## src/rtl/irq_vec_latch.sv

```systemverilog
module irq_vec_latch #(
  parameter int NREQ     = 64,
  parameter int WORDW    = 64,
  parameter int IDXW     = 6,
  parameter int TAGW     = 5,
  parameter int STATW    = 8,
  parameter int BUSY_BIT = 5
) (
  input  logic             clk,
  input  logic             rst_n,
  input  logic [NREQ-1:0]  req_i,
  output logic             busy_o,
  output logic [STATW-1:0] stat_o,
  output logic [WORDW-1:0] data0_o,
  output logic [WORDW-1:0] data1_o,
  output logic [WORDW-1:0] data2_o,
  output logic             irq_o,
  output logic             wake_o
);
  localparam int PADW = WORDW - TAGW - IDXW;

  logic [NREQ-1:0] prev_q;
  logic [IDXW-1:0] idx_q;
  logic            busy_q;
  logic [NREQ-1:0] rise;
  logic [IDXW-1:0] pick;
  logic            hit;
  logic            lvl;

  assign rise = req_i & ~prev_q;

  always_comb begin
    pick = '0;
    hit  = 1'b0;
    for (int i = NREQ - 1; i >= 0; i--) begin
      if (rise[i]) begin
        pick = IDXW'(i);
        hit  = 1'b1;
      end
    end
  end

  always_comb begin
    lvl = 1'b0;
    for (int i = 0; i < NREQ; i++)
      if (idx_q == IDXW'(i)) lvl = req_i[i];
  end

  wire take = hit && !busy_q;
  wire drop = busy_q && !lvl;

  always_ff @(posedge clk) begin
    if (!rst_n) begin
      prev_q  <= '0;
      idx_q   <= '0;
      busy_q  <= 1'b0;
      irq_o   <= 1'b0;
      wake_o  <= 1'b0;
      data0_o <= '0;
      data1_o <= '0;
      data2_o <= '0;
    end else begin
      prev_q <= req_i;
      wake_o <= take;
      if (take) begin
        idx_q   <= pick;
        busy_q  <= 1'b1;
        irq_o   <= 1'b1;
        data0_o <= {{PADW{1'b0}}, {TAGW{1'b1}}, pick};
        data1_o <= '0;
        data2_o <= '0;
      end else if (drop) begin
        busy_q <= 1'b0;
        irq_o  <= 1'b0;
      end
    end
  end

  assign busy_o = busy_q;
  assign stat_o = STATW'(busy_q) << BUSY_BIT;
endmodule


```

## config.mk

```make
export PLATFORM = sky130hd
export DESIGN_NAME = irq_vec_latch
export DESIGN_NICKNAME = d
export VERILOG_FILES = /design/src/rtl/irq_vec_latch.sv
export SDC_FILE = /design/constraint.sdc
export NUM_CORES = 1
export LEC_CHECK = 0
export ABC_AREA = 1
export BUFFER_PORTS_ARGS = -buffer_cell sky130_fd_sc_hd__buf_2
export CAP_MARGIN = 5
export CORE_UTILIZATION = 35
export CTS_BUF_LIST = sky130_fd_sc_hd__clkbuf_4 sky130_fd_sc_hd__clkbuf_8
export CTS_CLUSTER_DIAMETER = 120
export DETAILED_ROUTE_END_ITERATION = 10
export PLACE_DENSITY = 0.63
export REMOVE_ABC_BUFFERS = 1
export SKIP_CTS_REPAIR_TIMING = 1
export SLEW_MARGIN = 5
export SYNTH_ARGS = -nofsm -noshare
export SYNTH_HDL_FRONTEND = slang
export SYNTH_SLANG_ARGS = --single-unit
```

## constraint.sdc

```tcl
create_clock -name clk -period 6 [get_ports clk]
set_input_delay 1.8 -clock clk [delete_from_list [all_inputs] [get_ports clk]]
set_output_delay 1.8 -clock clk [all_outputs]
set_load 0.005 [all_outputs]
```

==> flow_summary.ini <==
[status]
status = completed

[detailed_routing]
wl_met2_microns = 6110
viasPerCell = 3.86
highest_layer = met4
routed_wl_microns = 12700
drcViolationCount = 0
vias = 4677
routedWlPerCell_microns = 10.5
ant_nets = 0
drt_iter0_drc = 241
met1_length_microns = 5540
met3WireLength_microns = 814
first_pass_iters = 5

[sta]
hold_viol = 0
holdWs_ps = 528
rsz0062_at_grt = no
final.setup.tns_ps = 0
clock_skew_ps = 12.7
fmax_mhz = 208
tightest_slew_ps = 803
setup_viol = 0
fin_ws_ps = 1190
period_needed_ps = 4810
min_period_over_period_pct = 80.2
max_slew_margin_pct = 46.3
drv_slew = 0

[synth]
synth-compound-area-share_pct = 4.34
synth_commonest_cells = 262 x nand2_1, 194 x buf_4, 142 x inv_1
synth_ff_type = dfxtp_1
synth.mux.area_fraction_pct = 0
synth_warnings = 0
synthAdderAreaFrac_pct = 0
synth.most_common_cell = nand2_1
yosys.area_share.simple_pct = 31.8
syn-cell-area_sq_um = 5650
synth_edf_count = 0
synth-xor-area-share_pct = 0
ys_seq_area_share_pct = 25.9
synth_seq_cells = 73
syn_avg_cell_area_sq_um = 6.17
netlist_top_cells_area = dfxtp_1 26%, buf_4 26%, nand2_1 17%, inv_1 9.4%, nor2_1 6.0%
synthArstFlopShare_pct = 0
synth_top_family_by_area = buffers and inverters
synth_largest_area_cell = dfxtp_1
synthCells = 915
synth_top_area_share_pct = 25.9
yosysUniqueCellTypes = 28

[pwr]
power_mw = 1.20
p_seq_share_pct = 43.8
ir_drop_uv = 80.8
combPwrFrac_pct = 22.3
p_leak_nw = 3.55
p_int_mw = 0.820
power_density_nw_per_um2 = 209
pwr-share-clk_pct = 33.9
swShare_pct = 31.7
p_switching_mw = 0.380

[hold_path]
hp-class = flip-flop to flip-flop

[placed_design]
port_buffers = 80
finalWeightedCongestion = 0.845
dpl.cell_count = 1195
placed_area_sq_um = 5530
dp.final_hpwl_microns = 10400
post-place-ws_ps = 774

[clock_network]
clock_latency_ps = 370
clockRootBuffer = clkbuf_8
htreeDepth = 3
path_clk_slew_ps = 80
cts.path.max_buffers = 2
cts_inserted_buffers = 9
clock_sinks = 73
tritoncts = built

[global_routing]
grt_pass1_wl_microns = 19800
grt_max_degree = 46
grt_antenna_before_repair = 0
grt_overflow = 0
grt_pass1_vias = 3986
track_usage_pct = 15.9

[die]
die_y_microns = 129
die_area_sq_um = 16600
start_util_pct = 35.7
rows = 46
dieWidth_microns = 129
core_sq_um = 15800
ios = 269

[critical_path]
cp_slowest_cell = or2_4
worst-setup-path-type = input port to flip-flop
cp_common_cell = nand2_1
worst-path-buf-inv = 2
max_stage_delay_ps = 230
crit_path_max_fanout = 3
start_kind = input port
worst_ep_arrival_time_ps = 5070
endpoint_kind = flip-flop
crit_required_ps = 6260
cpLargestDelayFamily = simple AND/OR/NAND/NOR gates

[layout]
drive_gt1_share_pct = 16.2
final_util_pct = 36.2
seq_area_sq_um = 1460
finalInstanceArea_sq_um = 5730
n_antenna_cell = 0
multi_input_area_sq_um = 2750
fin_cells = 1211
fillers = 1763
syn_to_final_growth_pct = 1.53
nNetsFinal = 1056

[flow_run]
cap_violations = 0
[path summary, 6_finish.rpt]
kind	startpoint	slack (ps)	to	cells after the start
setup / recovery	req_i[60]	1190	idx_q[0]	65
hold / removal	data0_o[5]	530	data0_o[5]	2
hold reg to reg	data0_o[5]	530	data0_o[5]	2
setup reg to reg	idx_q[2]	2070	busy_o	45
[routing by layer]
metal | GRT usage [%] | vias up
met5 | 0 | -
li1 | - | 2465
met4 | 6.92 | 0
met1 | 18.9 | 1991
met3 | 3.22 | 24
met2 | 27.7 | 197
[kinds of logic (layout without fill, tap and decap cells)]
group	count (synthesis)	after routing
simple gates	430	430
buf+inv	377	270
flops	73	73
compound gates	34	34
other cells	1	188
[cells in the final DEF, fill, tap and decap left out, drive strengths merged]
| master | n |
|---|---|
| nand2 | 274 |
| conb | 188 |
| inv | 172 |
| nor2 | 91 |
| buf | 81 |
| dfxtp | 73 |
| nand3 | 25 |
| or2 | 21 |
| nand4 | 16 |
| clkbuf | 13 |
| a31o | 12 |
| o21ai | 7 |
| a31oi | 4 |
| o31ai | 3 |
| nor3 | 3 |
| clkinv | 3 |
| a21oi | 2 |
| o32ai | 2 |
| o211ai | 1 |
| o41ai | 1 |
| o21bai | 1 |
| o22ai | 1 |
| bufinv | 1 |
[worst reg2reg max path, delay by kind of cell (launching register included)]
kind,cells,cell delay [ps]
AND/OR/NAND/NOR,41,3090
buffers and inverters,2,100
AO/OA/AOI/OAI,2,210
flip-flops,1,420
[power by group through the flow]
stage / sequential (mW) / combinational [mW] / clock, mW
2_1_floorplan: 0.535 / 0.177 / 0
3_3_place_gp: 0.535 / 0.265 / 0
3_5_place_dp: 0.537 / 0.267 / 0
4_1_cts: 0.525 / 0.267 / 0.421
5_1_grt: 0.528 / 0.317 / 0.438
6_report: 0.525 / 0.268 / 0.407
[area by class of cell]
type                            instances  area share, %
Clock inverter                          3          0.698
Multi-Input combinational cell        652           47.9
Sequential cell                        73           25.5
Clock buffer                           13           2.79
Timing Repair Buffer                   81           7.11
Inverter                              173           11.3
Tap cell                              216           4.71
[registers in the layout, indices dropped and copies added (netlist names)]
register / flops
prev_q: 64
idx_q: 5
busy_o: 1
data0_o: 2
wake_o: 1
Power figures use the tool's default switching activity.
